`config.mk`:
```
export PLATFORM = sky130hd
export DESIGN_NAME = serial_byte_catcher
export DESIGN_NICKNAME = d
export VERILOG_FILES = /design/src/rtl/ubr_pkg.sv /design/src/rtl/ubr_line_sync.sv /design/src/rtl/ubr_tick_timer.sv /design/src/rtl/serial_byte_catcher.sv
export SDC_FILE = /design/constraint.sdc
export NUM_CORES = 1
export LEC_CHECK = 0
export CORE_MARGIN = 2
export CORE_UTILIZATION = 55
export CTS_CLUSTER_DIAMETER = 40
export CTS_CLUSTER_SIZE = 24
export DETAILED_ROUTE_END_ITERATION = 7
export DONT_BUFFER_PORTS = 1
export HOLD_SLACK_MARGIN = 0.02
export PLACE_DENSITY = 0.83
export SYNTH_ARGS = -nofsm -noshare
export SYNTH_HDL_FRONTEND = slang
export SYNTH_HIERARCHICAL = 1
export SYNTH_SLANG_ARGS = --single-unit
```
`constraint.sdc`:
```
create_clock -name clk -period 2.1 [get_ports clk]
set_clock_uncertainty 0.1 [all_clocks]
set_input_delay 0.525 -clock clk [delete_from_list [all_inputs] [get_ports clk]]
set_output_delay 0.525 -clock clk [all_outputs]
set_load 0.02 [all_outputs]
```
`src/rtl/ubr_pkg.sv`:
```
package ubr_pkg;
  typedef enum logic [2:0] {
    ST_IDLE,
    ST_WAIT_START,
    ST_HALF,
    ST_DATA,
    ST_WAIT_HIGH
  } rx_state_t;
endpackage

```
`src/rtl/ubr_line_sync.sv`:
```
module ubr_line_sync #(
  parameter int STAGES = 2
) (
  input  logic clk,
  input  logic rst_n,
  input  logic async_i,
  output logic sync_o
);
  logic [STAGES-1:0] chain_q;

  // Resets to the idle-high level so that no start is seen after reset.
  always_ff @(posedge clk or negedge rst_n) begin
    if (!rst_n) chain_q <= '1;
    else        chain_q <= {chain_q[STAGES-2:0], async_i};
  end

  assign sync_o = chain_q[STAGES-1];
endmodule

```
`src/rtl/ubr_tick_timer.sv`:
```
module ubr_tick_timer #(
  parameter int W = 5
) (
  input  logic         clk,
  input  logic         rst_n,
  input  logic         load_i,
  input  logic [W-1:0] load_val_i,
  output logic         zero_o
);
  logic [W-1:0] cnt_q;

  always_ff @(posedge clk or negedge rst_n) begin
    if (!rst_n)              cnt_q <= '0;
    else if (load_i)         cnt_q <= load_val_i;
    else if (cnt_q != '0)    cnt_q <= cnt_q - 1'b1;
  end

  assign zero_o = (cnt_q == '0);
endmodule

```
`src/rtl/serial_byte_catcher.sv`:
```
module serial_byte_catcher
  import ubr_pkg::*;
#(
  parameter int BIT_CYC  = 16,
  parameter int POLL_CYC = 4,
  parameter int POLL_MAX = 8
) (
  input  logic       clk,
  input  logic       rst_n,
  input  logic       arm_i,
  input  logic       line_i,
  output logic [7:0] rx_data_o,
  output logic       rx_valid_o,
  input  logic       rx_ready_i,
  output logic       rx_err_o
);
  localparam int TMAX     = (BIT_CYC > POLL_CYC) ? BIT_CYC : POLL_CYC;
  localparam int TW       = $clog2(TMAX + 1);
  localparam int PW       = $clog2(POLL_MAX + 1);
  localparam int HALF_CYC = (BIT_CYC / 2 > 0) ? BIT_CYC / 2 : 1;
  localparam logic [TW-1:0] BIT_LD  = TW'(BIT_CYC - 1);
  localparam logic [TW-1:0] HALF_LD = TW'(HALF_CYC - 1);
  localparam logic [TW-1:0] POLL_LD = TW'(POLL_CYC - 1);
  localparam logic [PW-1:0] POLL_LAST = PW'(POLL_MAX - 1);

  rx_state_t     state_q, state_d;
  logic [7:0]    shift_q, shift_d;
  logic [2:0]    bitc_q, bitc_d;
  logic [PW-1:0] poll_q, poll_d;
  logic [7:0]    data_q, data_d;
  logic          valid_q, valid_d;
  logic          err_q, err_d;
  logic          line_s, tmr_zero, tmr_load;
  logic [TW-1:0] tmr_val;

  ubr_line_sync #(.STAGES(2)) sync_i (
    .clk(clk), .rst_n(rst_n), .async_i(line_i), .sync_o(line_s)
  );

  ubr_tick_timer #(.W(TW)) timer_i (
    .clk(clk), .rst_n(rst_n), .load_i(tmr_load),
    .load_val_i(tmr_val), .zero_o(tmr_zero)
  );

  always_comb begin
    state_d  = state_q;
    shift_d  = shift_q;
    bitc_d   = bitc_q;
    poll_d   = poll_q;
    data_d   = data_q;
    valid_d  = valid_q && !rx_ready_i;
    err_d    = 1'b0;
    tmr_load = 1'b0;
    tmr_val  = POLL_LD;
    unique case (state_q)
      ST_IDLE: begin
        if (arm_i && !valid_q) begin
          state_d  = ST_WAIT_START;
          poll_d   = '0;
          tmr_load = 1'b1;
        end
      end
      ST_WAIT_START, ST_WAIT_HIGH: begin
        if (state_q == ST_WAIT_START && !line_s) begin
          state_d  = ST_HALF;
          tmr_load = 1'b1;
          tmr_val  = HALF_LD;
        end else if (state_q == ST_WAIT_HIGH && line_s) begin
          state_d = ST_IDLE;
          data_d  = shift_q;
          valid_d = 1'b1;
        end else if (tmr_zero) begin
          if (poll_q == POLL_LAST) begin
            state_d = ST_IDLE;
            err_d   = 1'b1;
            shift_d = '0;
          end else begin
            poll_d   = poll_q + 1'b1;
            tmr_load = 1'b1;
          end
        end
      end
      ST_HALF: begin
        if (tmr_zero) begin
          state_d  = ST_DATA;
          bitc_d   = '0;
          tmr_load = 1'b1;
          tmr_val  = BIT_LD;
        end
      end
      ST_DATA: begin
        if (tmr_zero) begin
          shift_d  = {line_s, shift_q[7:1]};
          bitc_d   = bitc_q + 1'b1;
          tmr_load = 1'b1;
          if (bitc_q == 3'd7) begin
            state_d = ST_WAIT_HIGH;
            poll_d  = '0;
            tmr_val = POLL_LD;
          end else begin
            tmr_val = BIT_LD;
          end
        end
      end
      default: state_d = ST_IDLE;
    endcase
  end

  always_ff @(posedge clk or negedge rst_n) begin
    if (!rst_n) begin
      state_q <= ST_IDLE;
      shift_q <= '0;
      bitc_q  <= '0;
      poll_q  <= '0;
      data_q  <= '0;
      valid_q <= 1'b0;
      err_q   <= 1'b0;
    end else begin
      state_q <= state_d;
      shift_q <= shift_d;
      bitc_q  <= bitc_d;
      poll_q  <= poll_d;
      data_q  <= data_d;
      valid_q <= valid_d;
      err_q   <= err_d;
    end
  end

  assign rx_data_o  = data_q;
  assign rx_valid_o = valid_q;
  assign rx_err_o   = err_q;

  p_err_single_r2: assert property (@(posedge clk) disable iff (!rst_n)
    rx_err_o |=> !rx_err_o);

  p_poll_bound_r2: assert property (@(posedge clk) disable iff (!rst_n)
    (state_q == ST_WAIT_START || state_q == ST_WAIT_HIGH) |-> poll_q <= POLL_LAST);

  p_err_from_wait_r4: assert property (@(posedge clk) disable iff (!rst_n)
    rx_err_o |-> ($past(state_q) == ST_WAIT_START || $past(state_q) == ST_WAIT_HIGH));

  p_hold_stable_r5: assert property (@(posedge clk) disable iff (!rst_n)
    (rx_valid_o && !rx_ready_i) |=> (rx_valid_o && $stable(rx_data_o)));

  p_arm_blocked_r6: assert property (@(posedge clk) disable iff (!rst_n)
    (rx_valid_o && !rx_ready_i) |=> state_q == ST_IDLE);

  p_idle_after_err_r7: assert property (@(posedge clk) disable iff (!rst_n)
    rx_err_o |-> (state_q == ST_IDLE && shift_q == 8'h00));

  p_no_err_with_byte_r8: assert property (@(posedge clk) disable iff (!rst_n)
    $rose(rx_valid_o) |-> !rx_err_o);
endmodule

```
======== After elaboration in Yosys (flattened, before gate mapping) ========
Index checks and enable logic that the tools add are counted.
word-level totals
  register bits after elaboration ......... 35
  bits of input ports ..................... 5
  output and inout port bits .............. 10
  logic and storage cells ................. 99
cells by class
  add/sub/neg operators ................... 3
  equal/unequal tests ..................... 17
  muxes and demuxes ....................... 48
  bitwise logic cells ..................... 1
  reductions and logical operators ........ 21
operators by type and width
  kind                                                                count
  4-bit two-way mux                                                   10
  8-bit two-way mux                                                   5
  3-bit two-way mux                                                   11
  4-bit one-hot mux with 3 select lines                               2
  8-bit one-hot mux with 2 select lines                               1
  1-bit two-way mux                                                   14
  2-bit != test, second input constant                                6
  3-bit one-hot mux with 4 select lines                               1
  6-bit AND reduction                                                 2
  5-bit two-way mux                                                   2
  8-bit AND reduction                                                 1
  3-bit by 2-bit == test with 1-bit output, second input constant     2
  3-bit == test, second input constant                                2
  2-bit by 1-bit != test with 1-bit output, second input constant     3
  3-bit one-hot mux with 2 select lines                               1
  3-bit AND reduction                                                 2
  2-bit nonzero test                                                  3
  5-bit logical NOT                                                   1
  5-bit nonzero test                                                  1
  5-bit by 1-bit subtractor with 5-bit output, second input constant  1
  4-bit by 1-bit adder with 4-bit output, second input constant       1
  4-bit by 3-bit == test with 1-bit output, second input constant     1
  1-bit logical AND                                                   4
  4-bit by 3-bit != test with 1-bit output, second input constant     1
  9 further kinds                                                     12

======== Logic depth before layout (Yosys ltp) ========
Gate-level depths: netlist of run 1.
  word-level depth ........................ 7
  mapped depth ............................ 10
  mapped depth without buffers ............ 9

======== Cells and area by module ========
The synthesis of run 1 kept the hierarchy.
by module, submodules not included
  module               instances  cells an instance  area each (µm²)
  serial_byte_catcher  1          127                1406.3
  ubr_tick_timer       1          27                 279.0
  ubr_line_sync        1          2                  52.6

======== Worst setup path after synthesis of run 1 ========
No wires, ideal clock.
  path type ............................... register to register
  start point ............................. register timer_i.cnt_q[0]
  end point ............................... register shift_q[0]
  setup time .............................. 121 ps
  arrival ................................. 2055 ps
  data required time ...................... 1879 ps
  setup slack ............................. -176 ps
  cell stages (with the launch flop) ...... 9
  period minus slack after synthesis ...... 2276 ps
  path through ............................ dfrtp_1 inv_1 ha_1 nor4b_4 o21ai_0 a22oi_4 a21bo_1 buf_6 a22o_1
on the way
  longest elaborated chain between the ends .. 3
  elaborated cells between the ends (all ways) .. 4
RTL lines
  item                                                       RTL line                    source
  start: declaration                                         ubr_tick_timer.sv:10        logic [W-1:0] cnt_q;
  start signal: assignment                                   ubr_tick_timer.sv:14        else if (load_i) cnt_q <= load_val_i;
  start signal: assignment                                   ubr_tick_timer.sv:15        else if (cnt_q != '0) cnt_q <= cnt_q - 1'b1;
  5-bit logical NOT (*)                                      ubr_tick_timer.sv:18        assign zero_o = (cnt_q == '0);
  via tmr_zero                                               serial_byte_catcher.sv:33   logic line_s, tmr_zero, tmr_load;
  2-bit by 1-bit != test with 1-bit output (no source line)  --
  6-bit AND reduction (no source line) (*)                   --
  end signal: assignment                                     serial_byte_catcher.sv:120  shift_q <= shift_d;
  end: declaration                                           serial_byte_catcher.sv:27   logic [7:0] shift_q, shift_d;
The timed path passes the listed nets; every way through them passes the cells marked *.
A chain may end at the register's enable or synchronous reset.

======== Worst setup path after layout of run 1 ========
  start point ............................. register timer_i.cnt_q[0]
  end point ............................... register shift_q[6]
The elaborated chain is that of the path after synthesis.

==> results of run 1 <==
==> registers in the layout, indices dropped and copies added, names as in the netlist <==
name,flops
rx_valid_o,1
poll_q,4
rx_data_o,8
rx_err_o,1
sync_i/chain_q,2
shift_q,8
state_q,3
timer_i/cnt_q,5
bitc_q,3
==> area by class of cell <==
type / instances / area, um^2 / share of cell area [%]
clock buffers: 5 / 37.54 / 1.924
clock inverters: 3 / 20.02 / 1.026
inverters: 7 / 26.28 / 1.347
multi-input cells: 107 / 827.0 / 42.40
flip-flops and latches: 35 / 879.6 / 45.09
well taps: 44 / 55.05 / 2.822
repair buffers: 12 / 105.1 / 5.388
==> power by group <==
group | internal (mW) | switching [mW] | leakage [nW] | total, mW
clock network | 0.128 | 0.239 | 0.0272 | 0.367
logic | 0.478 | 0.514 | 0.407 | 0.992
registers | 0.790 | 0.153 | 0.463 | 0.943
==> timing repair <==
action,4_1_cts,5_1_grt
setup buffers,0,3
setup endpoints to repair,0,12
endpoints found under the hold margin,35,0
hold buffers,2,0
resized for setup,0,6
==> metrics by stage <==
step / setup WS, ps / TNS, ps / total power, mW / std cells / util, %
after floorplan: -15.49 / -123.9 / 1.650 / 157 / -
after global placement: 128.5 / 0 / 1.729 / 200 / 59.71
after detailed placement: 77.50 / 0 / 1.799 / 200 / 59.71
after CTS: 49.86 / 0 / 2.192 / 210 / 62.60
after global routing: -25.40 / -54.20 / 2.477 / 213 / 64.42
final: 85.94 / 0 / 2.301 / 213 / 64.42
==> synthesized netlist by cell type, types with 3 or more instances <==
cell type / instances
nor2_1: 6
mux2_2: 10
nor3_1: 4
xnor2_1: 4
clkbuf_1: 3
and3_1: 3
o21ai_0: 9
inv_1: 6
a31oi_1: 4
o31ai_1: 4
nand2b_1: 4
dfrtp_1: 33
a21oi_1: 3
nand2_1: 15
a22o_1: 10
ha_1: 4
==> worst register-to-register path, cell delays in order, from the launching register on <==
cell      delay, ps
dfrtp_1         400
inv_2            80
ha_4            150
nor4b_4         290
nand2b_1        150
a22oi_4         250
a21bo_4         280
a22o_1          220
==> worst paths after layout <==
kind	endpoint	slack, ps	cells after the start
setup / recovery	shift_q[6]	90	7
hold / removal	sync_i/chain_q[0]	70	0
setup reg to reg	shift_q[6]	90	7
hold reg to reg	sync_i/chain_q[1]	260	0
max in group asynchronous	sync_i/chain_q[1]	1130	2
min in group asynchronous	rx_data_o[0]	530	2
==> kinds of logic (layout without fill, tap and decap cells) <==
family                   Yosys count  after routing
AND/OR/NAND/NOR                   45             45
AO/OA/AOI/OAI                     41             41
flip-flops                        35             35
buffers and inverters             15             27
multiplexers                      10             10
adder cells (fa/ha/maj)            4              4
XOR/XNOR                           4              4
other                              2              3
==> routing by layer <==
| layer | part of all wire (%) | track usage [%] | vias up |
|---|---|---|---|
| li1 | - | - | 581 |
| met1 | 45 | 25.62 | 608 |
| met2 | 49 | 32.45 | 35 |
| met3 | 4.4 | 4.545 | 6 |
| met4 | 1.6 | 9.841 | 0 |
| met5 | 0 | 0 | - |
==> flow_summary.json, run 1 <==
{
  "crit_chain": "inv_2 -> ha_4 -> nor4b_4 -> nand2b_1 -> a22oi_4 -> a21bo_4 -> a22o_1",
  "critPathArrivalTime_ps": 2160,
  "drtAntennaViolNets": 0,
  "hpwl_mm": 2.219,
  "areaGrowthSynthToFinish_pct": 12.24,
  "start_kind": "flip-flop",
  "syn_area_per_cell_um2": 11.14,
  "drive_gt1_share_pct": 28.40,
  "ys_seq_area_share_pct": 50.54,
  "drt_drc_violations_left": 0,
  "initial_core_util_pct": 57.40,
  "first_global_vias": 1196,
  "syn_area_um2": 1738,
  "wl_mm": 3.299,
  "synth.top_cell.area_share_pct": 47.52,
  "dieArea_um2": 3625,
  "fin_crit_ps": 2014,
  "postLayoutCellArea_um2": 1951,
  "cpPeakStageDelay_ps": 400,
  "worstPathMaxFanout": 8,
  "synth_edf_count": 0,
  "fillers": 230,
  "std_cell_rows": 20,
  "cellPowerDensity_nw_per_um2": 1180,
  "grt_usage_pct": 20.23,
  "synthAdderAreaFrac_pct": 2.880,
  "synthCells": 156,
  "crit_slowest_cell": "dfrtp_1",
  "viasPerCell": 5.775,
  "cts_buffers": 5,
  "synth_top_family_by_area": "compound AO/OA/AOI/OAI gates",
  "leakage_nw": 0.8970,
  "holdCritPathClass": "input port to flip-flop",
  "status": "completed",
  "dieWidth_um": 60.21,
  "cts_tree": "yes",
  "vias": 1230,
  "overflow": 0,
  "min_from": "line_i",
  "hold_viol": 0,
  "synth.area.top_cells": "dfrtp_1 48%, mux2_2 6.5%, a22o_1 5.0%",
  "slew-limit-headroom_pct": 63.89,
  "layout_commonest_cell": "dfrtp_1",
  "num-nets-final": 177,
  "tightest_slew_ps": 541.7,
  "setup_viol": 0,
  "synth_compound_area_share_pct": 18.14,
  "path_clk_slew_ps": 110,
  "antenna_found_initial": 0,
  "synthMuxAreaShare_pct": 6.479,
  "cp_num_buf_inv": 1,
  "port_buffers": 0,
  "grt_start_max_net_pins": 36,
  "yosys.area.top_type": "dfrtp_1",
  "whs_ps": 69.55,
  "rsz0062_at_grt": "yes",
  "cap_viol_max_count": 0,
  "drt_iter0_drc": 54,
  "wire_per_inst_um": 15.49,
  "cp-end-kind": "flip-flop",
  "dr.pass1.iters": 4,
  "crit_required_ps": 2240,
  "core_um2": 3028,
  "root_buffer": "clkbuf_4",
  "gp_congestion": 0.8493,
  "clock_sinks": 35,
  "min_period_over_period_pct": 95.91,
  "critPathLaunch": "timer_i/cnt_q[0]",
  "placed_area_um2": 1808,
  "clk_path_buf_depth": 2,
  "synth.distinct_cells": 43,
  "synth-seq-cells": 35,
  "path_class": "flip-flop to flip-flop",
  "cts_max_level": 2,
  "clock_latency_ps": 340,
  "rr_startpoint": "timer_i/cnt_q[0]",
  "irDropWorstVdd_mv": 0.6506,
  "synth_ff_type": "dfrtp_1",
  "io_pins": 15,
  "path_delay_family": "compound AO/OA/AOI/OAI gates",
  "grt_pass1_wl_mm": 5.313,
  "async_reset_ff_share_pct": 100.0,
  "final_max_slew_viol_count": 0,
  "yosys.area_share.simple_pct": 14.90,
  "die_y_um": 60.21,
  "antennaDiodeCount": 0,
  "synth_xor_area_share_pct": 2.016,
  "final_cell_mix": "32 x dfrtp_1, 15 x nand2_1, 10 x a22o_1, 10 x mux2_2, 10 x buf_4",
  "max_freq_mhz": 496.5,
  "yosys_warnings": 6
}
Note: power is estimated with default switching activity, not from simulation.
==> run 2, diff against run 1 <==
- clock period: 2.1 -> 1.85 ns (I/O delays scaled with it)
==> run 2 against run 1 <==
Against the previous run:
- the run now ends with setup timing left
- sequential share of layout area decreased by 4.2 points
- die area unchanged
- fmax grew 1.9%
- worst setup slack got worse by 210 ps
- critical path depth increased by 4
- critical path type unchanged
- critical endpoint is now timer_i/cnt_q[2]
- largest cell class unchanged
==> flow_summary.json, run 2 (synthesis results as in run 1) <==
{
  "critPathArrivalTime_ps": 2150,
  "io_pins": 15,
  "start_kind": "flip-flop",
  "die_y_um": 60.21,
  "total_power_mw": 2.952,
  "drtAntennaViolNets": 0,
  "p_comb_share_pct": 50.9,
  "whs_ps": 100.3,
  "drive_gt1_share_pct": 39.57,
  "cellPowerDensity_nw_per_um2": 1375,
  "rr_startpoint": "timer_i/cnt_q[1]",
  "r2r_end": "timer_i/cnt_q[2]",
  "power.switching_mw": 1.147,
  "initial_core_util_pct": 57.40,
  "irDropWorstVdd_mv": 0.9750,
  "vias": 1288,
  "dp.cells": 213,
  "finalNonFillerCells": 231,
  "grt_start_max_net_pins": 36,
  "fillers": 202,
  "p_int_mw": 1.805,
  "multiInputGateArea_um2": 875.8,
  "hpwl_mm": 2.362,
  "clock_latency_ps": 360,
  "antenna_found_initial": 0,
  "overflow": 0,
  "dieArea_um2": 3625,
  "power_frac_clock_pct": 14.2,
  "clk_path_buf_depth": 2,
  "layout_commonest_cell": "dfrtp_1",
  "cts_buffers": 5,
  "cap_viol_max_count": 0,
  "grt_pass1_wl_mm": 5.830,
  "reg2reg_slack_ps": -130,
  "drt_drc_violations_left": 0,
  "seqCellArea_um2": 878.3,
  "root_buffer": "clkbuf_4",
  "hold_viol": 0,
  "min_period_over_period_pct": 106.8,
  "cp-end-kind": "flip-flop",
  "first_global_vias": 1316,
  "min_path_cells": 1,
  "crit_required_ps": 2020,
  "drt_iter0_drc": 52,
  "final_cell_mix": "33 x dfrtp_1, 24 x buf_4, 13 x nand2_1, 10 x a22o_1, 10 x mux2_2",
  "antennaDiodeCount": 0,
  "seq_power_share_pct": 34.9,
  "grt_usage_pct": 22.32,
  "worstPathMaxFanout": 5,
  "worstRegToRegCells": 11,
  "clock_sinks": 35,
  "wl_mm": 3.601,
  "min_from": "rx_ready_i",
  "wire_per_inst_um": 15.59,
  "violations": "setup timing",
  "viasPerCell": 5.576,
  "path_class": "flip-flop to flip-flop",
  "min_to": "rx_valid_o",
  "max_freq_mhz": 506.1,
  "status": "complete, but fails checks",
  "areaGrowthSynthToFinish_pct": 23.54,
  "port_buffers": 0,
  "holdCritPathClass": "input port to flip-flop",
  "core_um2": 3028,
  "leakage_nw": 0.9962,
  "std_cell_rows": 20,
  "path_clk_slew_ps": 110,
  "gp_congestion": 0.8891,
  "tns_ps": -1167,
  "final_max_slew_viol_count": 0,
  "num-nets-final": 195,
  "pre_cts_ws_ps": -109.7,
  "dr.pass1.iters": 4,
  "dieWidth_um": 60.21,
  "setup_viol": 19,
  "finalWorstSetupSlack_ps": -126.0,
  "p_sw_share_pct": 38.86,
  "cts_max_level": 2,
  "fin_crit_ps": 1976,
  "rsz0062_at_grt": "yes",
  "cts_tree": "yes"
}
## run 2: cell count changes in the layout (fill, tap and decap cells not counted), moves of 2 or more
cell / change
buf_6: +3
nand2_1: -2
o21ai_0: -6
or2_2: -2
or2_4: +2
o21ai_2: +4
buf_4: +14
## run 2: what timing repair did
action                     4_1_cts  5_1_grt
pin swaps                        1        4
resized for setup               12       11
gates cloned                     1        0
hold endpoints to repair        36        0
hold buffers                     3        0
setup buffers                    3        3
setup endpoints to repair       19       21
## run 2: per-layer routing
layer | vias to the layer above | wire, um | GRT usage, %
li1 | 610 | - | -
met1 | 637 | 1524 | 26.34
met2 | 30 | 1861 | 37.27
met3 | 11 | 109 | 4.329
met4 | 0 | 105 | 13.33
met5 | - | 0 | 0
## run 2: worst max-delay path, stage by stage (launching register included)
cell     delay [ps]
dfrtp_1         400
inv_2            80
ha_4            140
nor4b_4         220
buf_4           170
buf_6           110
nand2_4          50
or2_4           250
a21oi_4         130
or2_4           130
nand2_1          50
o31ai_1          60
## run 2: per-stage QoR
step / cell area, um^2 / util, %
2_1_floorplan: 1774 / -
3_3_place_gp: 1912 / 63.14
3_5_place_dp: 1912 / 63.14
4_1_cts: 2073 / 68.47
5_1_grt: 2147 / 70.91
6_report: 2147 / 70.91
## run 2: final cells by class
class / count / share of cell area [%]
Clock buffer: 5 / 1.748
Clock inverter: 3 / 0.9324
Inverter: 7 / 1.224
Multi-Input combinational cell: 107 / 40.79
Sequential cell: 35 / 40.91
Tap cell: 44 / 2.564
Timing Repair Buffer: 30 / 11.83
## run 2: how the worst max path moves through the flow
stage	startpoint	to	slack (ps)
after floorplan	timer_i/cnt_q[0]	shift_q[7]	-270
after global placement	timer_i/cnt_q[1]	shift_q[3]	-20
after detailed placement	timer_i/cnt_q[1]	timer_i/cnt_q[2]	-110
final	timer_i/cnt_q[1]	timer_i/cnt_q[2]	-130
after global routing	timer_i/cnt_q[0]	timer_i/cnt_q[2]	-200
after CTS	timer_i/cnt_q[0]	shift_q[0]	-100
## run 2: power groups by stage
stage | Combinational [mW] | Clock [mW] | Sequential, mW
CTS | 1.35 | 0.421 | 1.03
global route | 1.65 | 0.460 | 1.04
finish | 1.50 | 0.419 | 1.03
global placement | 1.11 | 0 | 1.03
detailed placement | 1.17 | 0 | 1.04
floorplan | 0.920 | 0 | 0.993
==> run 3, diff against run 2 <==
- GPL_ROUTABILITY_DRIVEN: unset -> 0
- MAX_ROUTING_LAYER: unset -> met4
==> run 3 against run 2 <==
Against the previous run:
- the run still ends with setup timing left
- count of clock-buffer cells in the layout did not move
- sequential share of layout area is the same
- hold slack better by 3.0 ps
- register-to-register slack about the same
- routed wire length hardly changed
- power down 0.12%
- critical endpoint unchanged
- largest power group unchanged
==> flow_summary.json, run 3 (synthesis results as in run 1) <==
{
  "path_class": "flip-flop to flip-flop",
  "vias": 1306,
  "final_max_slew_viol_count": 0,
  "grt_start_max_net_pins": 36,
  "placed_area_um2": 1912,
  "cts_buffers": 5,
  "path_clk_slew_ps": 110,
  "wl_mm": 3.604,
  "layout_commonest_cell": "dfrtp_1",
  "critPathLaunch": "timer_i/cnt_q[1]",
  "cts_tree": "yes",
  "irDropWorstVdd_mv": 0.9739,
  "fin_crit_ps": 1976,
  "postLayoutCellArea_um2": 2147,
  "rr_startpoint": "timer_i/cnt_q[1]",
  "clock_latency_ps": 350,
  "fillers": 202,
  "areaGrowthSynthToFinish_pct": 23.54,
  "viasPerCell": 5.654,
  "root_buffer": "clkbuf_4",
  "io_pins": 15,
  "cap_viol_max_count": 0,
  "critPathArrivalTime_ps": 2150,
  "worstRegToRegCells": 11,
  "top_layer_used": "met4",
  "die_y_um": 60.21,
  "dr.pass1.iters": 4,
  "setup_viol": 19,
  "crit_required_ps": 2020,
  "num-nets-final": 195,
  "dieArea_um2": 3625,
  "reg2reg_slack_ps": -130,
  "leakage_nw": 0.9962,
  "wire_per_inst_um": 15.60,
  "antenna_found_initial": 0,
  "hpwl_mm": 2.362,
  "start_kind": "flip-flop",
  "drtAntennaViolNets": 0,
  "overflow": 0,
  "drt_iter0_drc": 46,
  "core_um2": 3028,
  "port_buffers": 0,
  "seqCellArea_um2": 878.3,
  "min_period_over_period_pct": 106.8,
  "rsz0062_at_grt": "yes",
  "cp-endpoint": "timer_i/cnt_q[2]",
  "first_global_vias": 1316,
  "multiInputGateArea_um2": 875.8,
  "max_freq_mhz": 506.0,
  "clock_sinks": 35,
  "initial_core_util_pct": 57.40,
  "cts_max_level": 2,
  "finalWorstSetupSlack_ps": -126.4,
  "route.met3.wl_um": 110,
  "violations": "setup timing",
  "antennaDiodeCount": 0,
  "clk_path_buf_depth": 2,
  "grt_pass1_wl_mm": 5.830,
  "drt_drc_violations_left": 0,
  "total_power_mw": 2.949,
  "dieWidth_um": 60.21,
  "hold_viol": 0,
  "r2r_end": "timer_i/cnt_q[2]",
  "final_cell_mix": "33 x dfrtp_1, 24 x buf_4, 13 x nand2_1, 10 x a22o_1, 10 x mux2_2",
  "std_cell_rows": 20,
  "drive_gt1_share_pct": 39.57,
  "holdCritPathClass": "input port to flip-flop",
  "worstPathMaxFanout": 5,
  "cp-end-kind": "flip-flop",
  "status": "complete, but fails checks",
  "grt_usage_pct": 22.97,
  "drt-met1-wl_mm": 1.524,
  "dr_wl_met2_mm": 1.869,
  "cellPowerDensity_nw_per_um2": 1373
}
==> run 3: area by class of cell <==
cell class | count | area share, %
well taps | 44 | 2.564
repair buffers | 30 | 11.83
flip-flops and latches | 35 | 40.91
multi-input cells | 107 | 40.79
inverters | 7 | 1.224
clock buffers | 5 | 1.748
clock inverters | 3 | 0.9324
==> run 3: repair_timing <==
| item | CTS | global route |
|---|---|---|
| hold buffers | 3 | 0 |
| pin swaps | 1 | 4 |
| buffers inserted | 3 | 3 |
| hold endpoints to repair | 36 | 0 |
| gates cloned | 1 | 0 |
| endpoints found under the setup margin | 19 | 21 |
| resized for setup | 12 | 11 |
==> run 3: metal layers <==
| layer | vias to the layer above | GRT usage (%) |
|---|---|---|
| li1 | 611 | - |
| met2 | 35 | 37.27 |
| met1 | 649 | 26.34 |
| met3 | 11 | 4.329 |
| met5 | - | - |
| met4 | 0 | 13.33 |
==> run 3: worst max-delay path, cell delays in order (launching register included) <==
cell     delay, ps
dfrtp_1        400
inv_2           80
ha_4           140
nor4b_4        220
buf_4          170
buf_6          110
nand2_4         50
or2_4          250
a21oi_4        130
or2_4          130
nand2_1         50
o31ai_1         60
==> run 3: power breakdown <==
part           switching (mW)  internal (mW)  total (mW)
sequential              0.132          0.897        1.03
clock                   0.273          0.145       0.417
combinational           0.739          0.763        1.50
total                    1.14           1.80        2.95
==> run 3: through the flow <==
stage | util, % | worst slack, ps | setup TNS, ps | hold slack, ps | cells
after global routing | 70.91 | -203.0 | -3217 | 103.0 | 231
after global placement | 63.14 | -19.10 | -135.4 | 68.09 | 213
after detailed placement | 63.14 | -109.7 | -1130 | 67.51 | 213
final | 70.91 | -126.4 | -1232 | 103.3 | 231
after floorplan | - | -265.5 | -2621 | 66.91 | 157
after CTS | 68.47 | -95.78 | -820.2 | 100.7 | 228
==> run 3: worst min path at each step <==
stage | cells after the start | to | start | slack [ps]
global placement | 0 | timer_i/cnt_q[0] | rst_n | 70
detailed placement | 0 | timer_i/cnt_q[3] | rst_n | 70
CTS | 1 | rx_valid_o | rx_ready_i | 100
finish | 1 | rx_valid_o | rx_ready_i | 100
global route | 1 | rx_valid_o | rx_ready_i | 100
floorplan | 0 | bitc_q[0] | rst_n | 70
